## src/rtl/dbg_bkpt_pkg.sv

```systemverilog
package dbg_bkpt_pkg;
  localparam int unsigned NUM_SLOTS = 4;
  localparam int unsigned DATA_W    = 32;
  localparam int unsigned SEL_W     = 3;

  localparam logic [SEL_W-1:0] SEL_CTRL = 3'd4;
  localparam logic [SEL_W-1:0] SEL_STAT = 3'd5;

  localparam logic [DATA_W-1:0] CTRL_MASK = 32'hFFFF_00FF;
  localparam logic [DATA_W-1:0] STAT_ONES = 32'hFFFF_0FF0;
  localparam int unsigned       STAT_BD   = 13;
  localparam int unsigned       STAT_BS   = 14;

  typedef enum logic [1:0] {
    ACC_FETCH = 2'b00,
    ACC_WRITE = 2'b01,
    ACC_RSVD  = 2'b10,
    ACC_RW    = 2'b11
  } acc_type_e;

  typedef enum logic [1:0] {
    LEN_1    = 2'b00,
    LEN_2    = 2'b01,
    LEN_RSVD = 2'b10,
    LEN_4    = 2'b11
  } len_e;

  typedef struct packed {
    logic      armed;
    acc_type_e acc;
    len_e      len;
  } slot_cfg_t;
endpackage

```

## src/rtl/dbg_bkpt_regs.sv

```systemverilog
module dbg_bkpt_regs
  import dbg_bkpt_pkg::*;
#(
  parameter int unsigned ADDR_W = 32
) (
  input  logic                               clk_i,
  input  logic                               rst_ni,
  input  logic                               reg_en_i,
  input  logic                               reg_we_i,
  input  logic [SEL_W-1:0]                   reg_sel_i,
  input  logic [DATA_W-1:0]                  reg_wdata_i,
  input  logic                               priv_i,
  input  logic [NUM_SLOTS-1:0]               hw_b_i,
  input  logic                               hw_bs_i,
  output logic [DATA_W-1:0]                  reg_rdata_o,
  output logic                               reg_err_o,
  output logic [NUM_SLOTS-1:0][ADDR_W-1:0]   bp_addr_o,
  output slot_cfg_t [NUM_SLOTS-1:0]          cfg_o,
  output logic [DATA_W-1:0]                  ctrl_o,
  output logic [DATA_W-1:0]                  status_o
);
  logic                 acc_ok, refused, wr_ctrl, wr_stat;
  logic [DATA_W-1:0]    ctrl_q;
  logic [NUM_SLOTS-1:0] b_q, b_d;
  logic                 bd_q, bd_d, bs_q, bs_d;

  assign acc_ok  = reg_en_i & priv_i;
  assign refused = reg_en_i & ~priv_i;
  assign wr_ctrl = acc_ok & reg_we_i & (reg_sel_i == SEL_CTRL);
  assign wr_stat = acc_ok & reg_we_i & (reg_sel_i == SEL_STAT);

  for (genvar n = 0; n < NUM_SLOTS; n++) begin : g_addr
    logic [ADDR_W-1:0] addr_q;
    always_ff @(posedge clk_i or negedge rst_ni) begin
      if (!rst_ni) addr_q <= '0;
      else if (acc_ok && reg_we_i && reg_sel_i == SEL_W'(n))
        addr_q <= reg_wdata_i[ADDR_W-1:0];
    end
    assign bp_addr_o[n]   = addr_q;
    assign cfg_o[n].armed = ctrl_q[2*n] | ctrl_q[2*n+1];
    assign cfg_o[n].acc   = acc_type_e'(ctrl_q[16+4*n +: 2]);
    assign cfg_o[n].len   = len_e'(ctrl_q[18+4*n +: 2]);
  end

  always_comb begin
    b_d  = (wr_stat ? reg_wdata_i[NUM_SLOTS-1:0] : b_q) | hw_b_i;
    bd_d = (wr_stat ? reg_wdata_i[STAT_BD] : bd_q) | refused;
    bs_d = (wr_stat ? reg_wdata_i[STAT_BS] : bs_q) | hw_bs_i;
  end

  always_ff @(posedge clk_i or negedge rst_ni) begin
    if (!rst_ni) begin
      ctrl_q <= '0;
      b_q    <= '0;
      bd_q   <= 1'b0;
      bs_q   <= 1'b0;
    end else begin
      if (wr_ctrl) ctrl_q <= reg_wdata_i & CTRL_MASK;
      b_q  <= b_d;
      bd_q <= bd_d;
      bs_q <= bs_d;
    end
  end

  always_comb begin
    status_o                  = STAT_ONES;
    status_o[NUM_SLOTS-1:0]   = b_q;
    status_o[STAT_BD]         = bd_q;
    status_o[STAT_BS]         = bs_q;
  end

  always_comb begin
    reg_rdata_o = '0;
    if (acc_ok) begin
      if (reg_sel_i < SEL_W'(NUM_SLOTS))
        reg_rdata_o = DATA_W'(bp_addr_o[reg_sel_i[1:0]]);
      else if (reg_sel_i == SEL_CTRL)
        reg_rdata_o = ctrl_q;
      else if (reg_sel_i == SEL_STAT)
        reg_rdata_o = status_o;
    end
  end

  assign reg_err_o = refused;
  assign ctrl_o    = ctrl_q;
endmodule

```

## src/rtl/dbg_bkpt_slot.sv

```systemverilog
module dbg_bkpt_slot
  import dbg_bkpt_pkg::*;
#(
  parameter int unsigned ADDR_W = 32
) (
  input  slot_cfg_t         cfg_i,
  input  logic [ADDR_W-1:0] bp_addr_i,
  input  logic              fetch_valid_i,
  input  logic [ADDR_W-1:0] fetch_addr_i,
  input  logic              rf_i,
  input  logic              data_valid_i,
  input  logic [ADDR_W-1:0] data_addr_i,
  input  logic [1:0]        data_size_i,
  input  logic              data_write_i,
  output logic              fetch_hit_o,
  output logic              data_hit_o
);
  localparam int unsigned EXT_W = ADDR_W + 1;

  logic             cfg_ok, type_ok, overlap;
  logic [EXT_W-1:0] w_lo, w_hi, a_lo, a_hi;

  assign cfg_ok = cfg_i.armed && cfg_i.acc != ACC_RSVD && cfg_i.len != LEN_RSVD;

  assign fetch_hit_o = cfg_ok && cfg_i.acc == ACC_FETCH && cfg_i.len == LEN_1 &&
                       fetch_valid_i && !rf_i && fetch_addr_i == bp_addr_i;

  // length code doubles as the window's low-bit mask (00->0, 01->1, 11->3)
  always_comb begin
    w_lo = {1'b0, bp_addr_i & ~ADDR_W'(cfg_i.len)};
    w_hi = w_lo + EXT_W'(cfg_i.len);
    a_lo = {1'b0, data_addr_i};
    a_hi = a_lo + EXT_W'(data_size_i);
  end

  assign overlap = (a_lo <= w_hi) && (w_lo <= a_hi);
  assign type_ok = (cfg_i.acc == ACC_RW) || (cfg_i.acc == ACC_WRITE && data_write_i);
  assign data_hit_o = cfg_ok && data_valid_i && type_ok && overlap;
endmodule

```

## src/rtl/dbg_bkpt_step.sv

```systemverilog
module dbg_bkpt_step (
  input  logic clk_i,
  input  logic rst_ni,
  input  logic retire_i,
  input  logic tf_i,
  output logic step_o
);
  logic arm_q;

  // flag sampled at each retire; a step trap needs it set before the instruction
  always_ff @(posedge clk_i or negedge rst_ni) begin
    if (!rst_ni)       arm_q <= 1'b0;
    else if (retire_i) arm_q <= tf_i;
  end

  assign step_o = retire_i & arm_q;
endmodule

```

## src/rtl/dbg_bkpt_unit.sv

```systemverilog
module dbg_bkpt_unit
  import dbg_bkpt_pkg::*;
#(
  parameter int unsigned ADDR_W = 32
) (
  input  logic              clk_i,
  input  logic              rst_ni,
  input  logic              reg_en_i,
  input  logic              reg_we_i,
  input  logic [2:0]        reg_sel_i,
  input  logic [31:0]       reg_wdata_i,
  input  logic              priv_i,
  output logic [31:0]       reg_rdata_o,
  output logic              reg_err_o,
  input  logic              fetch_valid_i,
  input  logic [ADDR_W-1:0] fetch_addr_i,
  input  logic              data_valid_i,
  input  logic [ADDR_W-1:0] data_addr_i,
  input  logic [1:0]        data_size_i,
  input  logic              data_write_i,
  input  logic              retire_i,
  input  logic              tf_i,
  input  logic              rf_i,
  output logic              trap_o,
  output logic [31:0]       status_o
);
  logic [NUM_SLOTS-1:0][ADDR_W-1:0] bp_addr;
  slot_cfg_t [NUM_SLOTS-1:0]        cfg;
  logic [DATA_W-1:0]                ctrl_w;
  logic [NUM_SLOTS-1:0]             fetch_hit, data_hit, pend_q, flush, hw_b;
  logic                             step, trap_q;

  dbg_bkpt_regs #(.ADDR_W(ADDR_W)) u_regs (
    .clk_i, .rst_ni, .reg_en_i, .reg_we_i, .reg_sel_i, .reg_wdata_i, .priv_i,
    .hw_b_i(hw_b), .hw_bs_i(step), .reg_rdata_o, .reg_err_o,
    .bp_addr_o(bp_addr), .cfg_o(cfg), .ctrl_o(ctrl_w), .status_o
  );

  for (genvar n = 0; n < NUM_SLOTS; n++) begin : g_slot
    dbg_bkpt_slot #(.ADDR_W(ADDR_W)) u_slot (
      .cfg_i(cfg[n]), .bp_addr_i(bp_addr[n]),
      .fetch_valid_i, .fetch_addr_i, .rf_i,
      .data_valid_i, .data_addr_i, .data_size_i, .data_write_i,
      .fetch_hit_o(fetch_hit[n]), .data_hit_o(data_hit[n])
    );
  end

  dbg_bkpt_step u_step (.clk_i, .rst_ni, .retire_i, .tf_i, .step_o(step));

  assign flush = retire_i ? (pend_q | data_hit) : '0;
  assign hw_b  = fetch_hit | flush;

  always_ff @(posedge clk_i or negedge rst_ni) begin
    if (!rst_ni) begin
      pend_q <= '0;
      trap_q <= 1'b0;
    end else begin
      pend_q <= retire_i ? '0 : (pend_q | data_hit);
      trap_q <= (|fetch_hit) | (|flush) | step;
    end
  end

  assign trap_o = trap_q;
endmodule

```

## config.mk

```make
export PLATFORM = sky130hd
export DESIGN_NAME = dbg_bkpt_unit
export DESIGN_NICKNAME = d
export VERILOG_FILES = /design/src/rtl/dbg_bkpt_pkg.sv /design/src/rtl/dbg_bkpt_regs.sv /design/src/rtl/dbg_bkpt_slot.sv /design/src/rtl/dbg_bkpt_step.sv /design/src/rtl/dbg_bkpt_unit.sv
export SDC_FILE = /design/constraint.sdc
export NUM_CORES = 1
export LEC_CHECK = 0
export ABC_AREA = 1
export BUFFER_PORTS_ARGS = -buffer_cell sky130_fd_sc_hd__buf_2
export CORE_MARGIN = 2
export CORE_UTILIZATION = 40
export CTS_BUF_LIST = sky130_fd_sc_hd__clkbuf_8
export DETAILED_ROUTE_END_ITERATION = 7
export PLACE_DENSITY = 0.63
export SLEW_MARGIN = 20
export SYNTH_ARGS = -nofsm -noshare
export SYNTH_HDL_FRONTEND = slang
export SYNTH_SLANG_ARGS = --single-unit
```

## constraint.sdc

```tcl
create_clock -name clk_i -period 2.1 [get_ports clk_i]
set_clock_uncertainty 0.15 [all_clocks]
set_input_delay 0.105 -clock clk_i [delete_from_list [all_inputs] [get_ports clk_i]]
set_output_delay 0.105 -clock clk_i [all_outputs]
set_load 0.05 [all_outputs]
```

==> results of run 1 <==
-- synthesized netlist by cell type (24+ instances only) --
library cell  number  share of area, %
xnor2_1           44               2.1
clkbuf_1          51               1.1
nor2_1           174               3.6
buf_4             28               1.2
nand3_1           65               1.8
o22ai_1           45               1.6
a21oi_1          159               4.4
o21ai_0          184               5.1
xor2_1            93               4.5
dfrtp_1          164                23
nand4_1           60               2.1
nor3_1            66               1.8
nand2_1          654                14
nor4_1            24              0.84
ha_1             262                18
inv_1            297               6.2
-- worst reg2reg max path: cells and delay by family, from the launching register on --
kind | cells | cell delay (ns)
buffers and inverters | 4 | 0.43
DFF | 1 | 0.40
and+or+nand+nor | 10 | 1.22
adders and majority gates | 2 | 0.53
AOI/OAI and AO/OA | 2 | 0.28
-- registers in the layout, indices dropped and copies added, names as in the netlist --
name                  cells
pend_q                    4
trap_o                    1
u_regs.b_q                4
u_regs.bd_q               1
u_regs.bs_q               1
u_regs.ctrl_o            24
u_regs.g_addr.addr_q    128
u_step.arm_q              1
-- cell families (layout without fill, tap and decap cells) --
logic type               after synthesis  count (layout)  synth area share [%]
AO/OA/AOI/OAI                        481             481                  15.3
AND/OR/NAND/NOR                     1123            1123                  27.8
adder cells (fa/ha/maj)              263             263                  18.4
buffers and inverters                397            1147                  8.93
other                                  2              30                0.0418
flip-flops                           164             164                  22.8
XOR/XNOR                             137             137                  6.68
-- metrics by stage --
| stage | hold slack (ns) | worst slack (ns) | area (sq um) | util [%] |
|---|---|---|---|---|
| 2_1_floorplan | -0.341 | -0.898 | 18200 | - |
| 3_3_place_gp | -0.124 | -1.90 | 23600 | 53.2 |
| 3_5_place_dp | -0.121 | -1.97 | 23600 | 53.2 |
| 4_1_cts | 0.114 | -1.11 | 25600 | 57.8 |
| 5_1_grt | 0.158 | -1.24 | 26400 | 59.6 |
| 6_report | 0.138 | -1.12 | 26400 | 59.6 |
-- power groups by stage --
stage / Combinational [uW] / Sequential (uW) / Clock [uW]
after global routing: 12400 / 4540 / 2740
after CTS: 11000 / 4440 / 2620
after detailed placement: 10100 / 4520 / 0
after global placement: 10000 / 4510 / 0
after floorplan: 4270 / 4580 / 0
final: 11800 / 4510 / 2630
-- area by class of cell --
type	count	area share [%]
sequential	164	15.7
clock buffer	17	0.887
clock inverter	15	0.706
multi-input combinational	2034	51.1
tap	592	2.81
inverter	310	4.52
timing repair buffer	805	24.3
-- what timing repair did --
item	4_1_cts	5_1_grt
endpoints found under the setup margin	40	40
hold buffers	45	0
pin swaps	92	73
gates resized for setup	260	130
hold endpoints to repair	328	0
gates cloned	0	0
buffers inserted	51	22
-- routing by layer --
layer / track usage, % / wire length (microns)
met5: 0 / 47
met4: 27.1 / 7610
met3: 12.9 / 12900
met2: 67.4 / 44500
met1: 58.3 / 42100
-- path summary, 6_finish.rpt --
| kind | slack [ns] | to | depth (start not counted) |
|---|---|---|---|
| hold reg to reg | 0.37 | u_regs.g_addr[1].addr_q[1] | 2 |
| setup reg to reg | -0.96 | u_regs.b_q[0] | 18 |
| hold / removal | 0.14 | u_regs.ctrl_o[26] | 4 |
| min in group asynchronous | 0.48 | u_regs.g_addr[0].addr_q[29] | 4 |
| max in group asynchronous | 0.94 | u_regs.g_addr[0].addr_q[5] | 4 |
| setup / recovery | -1.12 | trap_o | 24 |
==> results_dict.tcl, run 1 <==
set metrics [dict create \
    cp_slowest_stage_delay_ns 0.36 \
    wl_mm 107 \
    synth-async-reset-ratio_pct 100 \
    initial_core_util_pct 40.5 \
    path_max_fanout 3 \
    cts_sinks 164 \
    sw_frac_of_total_pct 49.6 \
    setup_ws_ns -1.12 \
    fp.dieW_microns 216 \
    p_leak_uw 0.0131 \
    setup_viol 30 \
    routabilityCongestion 1.10 \
    final_common_cell "nand2_1" \
    ys_warn_count 0 \
    ioPinCount 178 \
    cts_made_buffers 17 \
    intPower_uw 9530 \
    crit_top_cell "nand2_1" \
    timing.final.crit_share_pct 153 \
    seqCellArea_sq_um 4140 \
    critical_path_class "input pin to flip-flop" \
    worstSetupStartpointType "input pin" \
    outcome "finished with violations" \
    rsz0062_at_grt "yes" \
    synth_area_per_cell_sq_um 7.00 \
    ys_ff_latch 164 \
    worstPathRequired_ns 2.43 \
    grt_antenna_before_repair 6 \
    slew_headroom_pct 57.8 \
    maxCapViolCount 0 \
    syn_inst 2567 \
    synth_edf_count 0 \
    io_buffers 151 \
    timing.setup.tns_ns -11.01 \
    grt_overflow 0 \
    grt_pass1_vias 22195 \
    final.min_clock_period_ns 3.22 \
    antennaDiodeCount 0 \
    path_clk_slew_ns 0.12 \
    wl_per_cell_microns 27.2 \
    r2r_start "u_regs.ctrl_o[19]" \
    drc 0 \
    dr.pass1.iters 6 \
    area_growth_pct 46.9 \
    crit_family "simple AND/OR/NAND/NOR gates" \
    rows 77 \
    synthDistinctLibCells 59 \
    peakVddDrop_mv 0.782 \
    core_sq_um 44300 \
    crit_buf_inv 5 \
    mostFrequentLayoutCells "629 x nand2_1, 537 x buf_4, 257 x inv_1" \
    clock_path_buffers 2 \
    die_h_microns 216 \
    timing_hold_violations_final 0 \
    p_seq_share_pct 23.8 \
    root_buffer "clkbuf_8" \
    tightest_slew_ns 0.628 \
    first_iter_violations 2606 \
    tritoncts "built" \
    ys_seq_area_share_pct 22.8 \
    vias_per_cell 5.77 \
    clk_latency_ns 0.59 \
    syn-cell-area_sq_um 18000 \
    pwr-share-comb_pct 62.3 \
    crit_path_start "data_size_i[0]" \
    final_cells 3937 \
    clkPwrFrac_pct 13.9 \
    htreeDepth 4 \
    grt_pass1_wl_mm 150 \
    fin_nets 3707 \
    die_area_sq_um 46600 \
    final_layout_size_suffix_gt1_share_pct 33.4 \
    place_hpwl_mm 88.1 \
    power.total_uw 18900 \
    p_sw_uw 9390 \
    grt_use_total_pct 45.3 \
    synth_top_flop_cell "dfrtp_1" \
    hp-start "reg_wdata_i[26]" \
    drv_slew 0 \
    power.density_nw_per_um2 717 \
    crit_slowest_cell "fa_2" \
    path_cells "buf_6, ha_4, inv_2, fa_2, nor2_4, buf_4, nand2_2, nor2_4, nand3_4, buf_4, xor2_2, buf_4, ha_1, nand4_1, nor3_2, nand2_1, nand2_2, nand2_1, nand2_1, nand2_2, nand2_4, nand2_4, o21bai_1, nand2_1" \
    via_count 22721 \
    crit_path_end_kind "flip-flop" \
    min_path_type "input pin to flip-flop" \
    cp.arrival_ns 3.55 \
    multi_input_area_sq_um 13500 \
    grt_max_degree 65 \
    violations "setup timing" \
    fill_cells 4168 \
    placed_cells_incl_taps 3798 \
    clock.fmax_mhz 311 \
    final_antenna_net_count 0 \
]
Power figures use the tool's default switching activity.
==> run 2, diff against run 1 <==
Settings changed: ABC_AREA 1 to 0.
==> run 2 against run 1 <==
  * Critical path depth down 5
  * The flow still finishes with violations (setup timing)
  * Largest cell class unchanged
  * Fmax down 6.5%
  * Combinational power down 6%
==> results_dict.tcl, run 2 <==
set metrics [dict create \
    outcome "finished with violations" \
    violations "setup timing" \
    intPower_uw 10400 \
    clk_latency_ns 0.60 \
    first_iter_violations 1949 \
    slew_headroom_pct 23.2 \
    grt_pass1_vias 17871 \
    io_buffers 151 \
    reg2reg_to "trap_o" \
    final_antenna_net_count 0 \
    power.density_nw_per_um2 745 \
    tightest_slew_ns 1.14 \
    die_h_microns 210 \
    largest_register_ff_count 128 \
    p_sw_uw 8270 \
    fin_nets 2886 \
    place_hpwl_mm 70.9 \
    dr.pass1.iters 6 \
    pwr-share-comb_pct 59.3 \
    setup_viol 41 \
    synth-async-reset-ratio_pct 100 \
    holdPathEnd "u_regs.b_q[2]" \
    cts_made_buffers 17 \
    critical_path_class "input pin to flip-flop" \
    final_layout_size_suffix_gt1_share_pct 41.2 \
    crit_family "simple AND/OR/NAND/NOR gates" \
    synthDistinctLibCells 68 \
    place_area_sq_um 22100 \
    crit_path_start "data_size_i[0]" \
    final_util_pct 59.9 \
    grt_max_degree 63 \
    hold_ws_ns 0.0519 \
    crit_path_end_kind "flip-flop" \
    r2r_setup_slack_ns -1.22 \
    wl_per_cell_microns 28.7 \
    ys_ff_latch 164 \
    cp_slowest_stage_delay_ns 0.42 \
    drv_slew 0 \
    syn-cell-area_sq_um 17000 \
    fin_area_sq_um 25100 \
    path_clk_slew_ns 0.11 \
    ys_seq_area_share_pct 24.2 \
    syn_inst 1834 \
    cp.arrival_ns 3.76 \
    hp-start "fetch_addr_i[27]" \
    r2r_start "u_regs.ctrl_o[27]" \
    holdPathStages 6 \
    routabilityCongestion 1.03 \
    clock.fmax_mhz 291 \
    crit_top_cell "nand4b_1" \
    worst-path-stages 19 \
    yosysMostFrequentCell "ha_1" \
    die_area_sq_um 44000 \
    reg2regPathDepth 13 \
    synthTopCellsByArea "dfrtp_1 24%, ha_1 19%, mux2_2 7.0%, xor2_1 6.2%, xnor2_1 5.0%" \
    power.total_uw 18700 \
    regMostFlops "u_regs.g_addr.addr_q" \
    vias_per_cell 5.95 \
    crit_buf_inv 4 \
    rows 75 \
    htreeDepth 4 \
    crit_slowest_cell "fa_2" \
    synth_top_flop_cell "dfrtp_1" \
    path_cells "buf_8, ha_4, inv_2, fa_2, nand4b_1, or2_4, buf_12, nor2_4, xnor2_4, buf_4, ha_1, nand3_1, nor3_2, o31ai_1, nand4b_1, a2111oi_4, or3_4, o31ai_4, nand4_1" \
    grt_use_total_pct 39.9 \
    path_max_fanout 4 \
    yosys.area.top_type "dfrtp_1" \
    peakVddDrop_mv 0.609 \
    p_seq_share_pct 24.0 \
    worstSetupStartpointType "input pin" \
    timing_hold_violations_final 0 \
    clock_path_buffers 2 \
    fp.dieW_microns 210 \
    ioPinCount 178 \
    drc 0 \
    worstPathRequired_ns 2.42 \
    clkPwrFrac_pct 16.7 \
    final_common_cell "buf_4" \
    tritoncts "built" \
    sw_frac_of_total_pct 44.3 \
    area_growth_pct 47.8 \
    synth_edf_count 0 \
    synth_area_per_cell_sq_um 9.24 \
    wl_mm 87.8 \
    via_count 18219 \
    mostFrequentLayoutCells "404 x buf_4, 243 x ha_1, 147 x dfrtp_1" \
    min_path_type "input pin to flip-flop" \
    ys_warn_count 0 \
    final.min_clock_period_ns 3.44 \
    grt_antenna_before_repair 1 \
    synth_top_area_share_pct 24.2 \
    synthTopCellsByCount "262 x ha_1, 164 x dfrtp_1, 135 x nand2_1" \
    grt_pass1_wl_mm 124 \
    root_buffer "clkbuf_8" \
    initial_core_util_pct 40.5 \
    core_sq_um 41900 \
    timing.final.crit_share_pct 164 \
    grt_overflow 0 \
    maxCapViolCount 0 \
    setup_ws_ns -1.34 \
    cts_sinks 164 \
    p_leak_uw 0.0115 \
    rsz0062_at_grt "yes" \
    post-place-ws_ns -2.23 \
]
## run 2: changes by cell type after synthesis, moves of 53 or more
cell / delta
nand2_1: -519
inv_1: -216
mux2_2: +105
o21ai_0: -98
a21oi_1: -77
xnor2_1: +53
## run 2: worst max-delay path by stage
stage	endpoint	slack, ns
after floorplan	trap_o	-1.33
after global placement	trap_o	-2.24
after detailed placement	trap_o	-2.23
after CTS	u_regs.b_q[2]	-1.28
after global routing	trap_o	-1.39
final	trap_o	-1.34
## run 2: cell type report
| cell class | count | area [sq um] |
|---|---|---|
| well taps | 539 | 674 |
| flip-flops and latches | 164 | 4130 |
| multi-input cells | 1548 | 13700 |
| fillers | 3622 | 16800 |
| diodes | 1 | 2.50 |
| clock buffers | 17 | 234 |
| clock inverters | 15 | 269 |
| repair buffers | 699 | 5760 |
| inverters | 81 | 304 |
## run 2: routing by layer
metal | GRT usage, % | vias up | part of all wire, %
met2 | 59.8 | 945 | 43
met4 | 18.4 | 0 | 5.2
met1 | 54.8 | 9021 | 43
li1 | - | 8066 | -
met5 | 0 | - | 0
met3 | 8.95 | 187 | 9.2
## run 2: power groups by stage
stage | Combinational [uW] | Clock [uW] | Sequential [uW]
3_5_place_dp | 9560 | 0 | 4460
4_1_cts | 10400 | 3170 | 4440
5_1_grt | 11700 | 3250 | 4540
2_1_floorplan | 4340 | 0 | 4810
6_report | 11100 | 3130 | 4490
3_3_place_gp | 9440 | 0 | 4450
## run 2: logic make-up (layout without fill, tap and decap cells)
kind of cell | after synthesis | count (layout) | share of synthesized area [%]
compound gates | 294 | 294 | 10.8
xor+xnor | 217 | 217 | 11.2
mux | 164 | 164 | 12.8
fa+ha+maj | 263 | 263 | 19.5
buf+inv | 150 | 812 | 3.96
flops | 164 | 164 | 24.2
other cells | 2 | 31 | 0.0443
simple gates | 580 | 580 | 17.6
## run 2: what timing repair did
| action | in CTS | in global routing |
|---|---|---|
| setup endpoints to repair | 41 | 41 |
| pin swaps | 76 | 57 |
| resized for setup | 281 | 90 |
| hold endpoints to repair | 328 | 0 |
| setup buffers | 35 | 18 |
| hold buffers | 44 | 0 |
## run 2: through the flow
stage	TNS, ns	instances
floorplan	-10.80	1862
global placement	-17.40	2947
detailed placement	-17.74	2947
CTS	-19.95	3049
global route	-21.18	3063
finish	-19.42	3064
## run 2: worst reg2reg max path, delay by kind of cell, from the launching register on
family,cells,cell delay [ns]
AOI/OAI and AO/OA,4,0.89
and+or+nand+nor,6,1.31
DFF,1,0.45
buffers and inverters,1,0.06
adders and majority gates,2,0.41
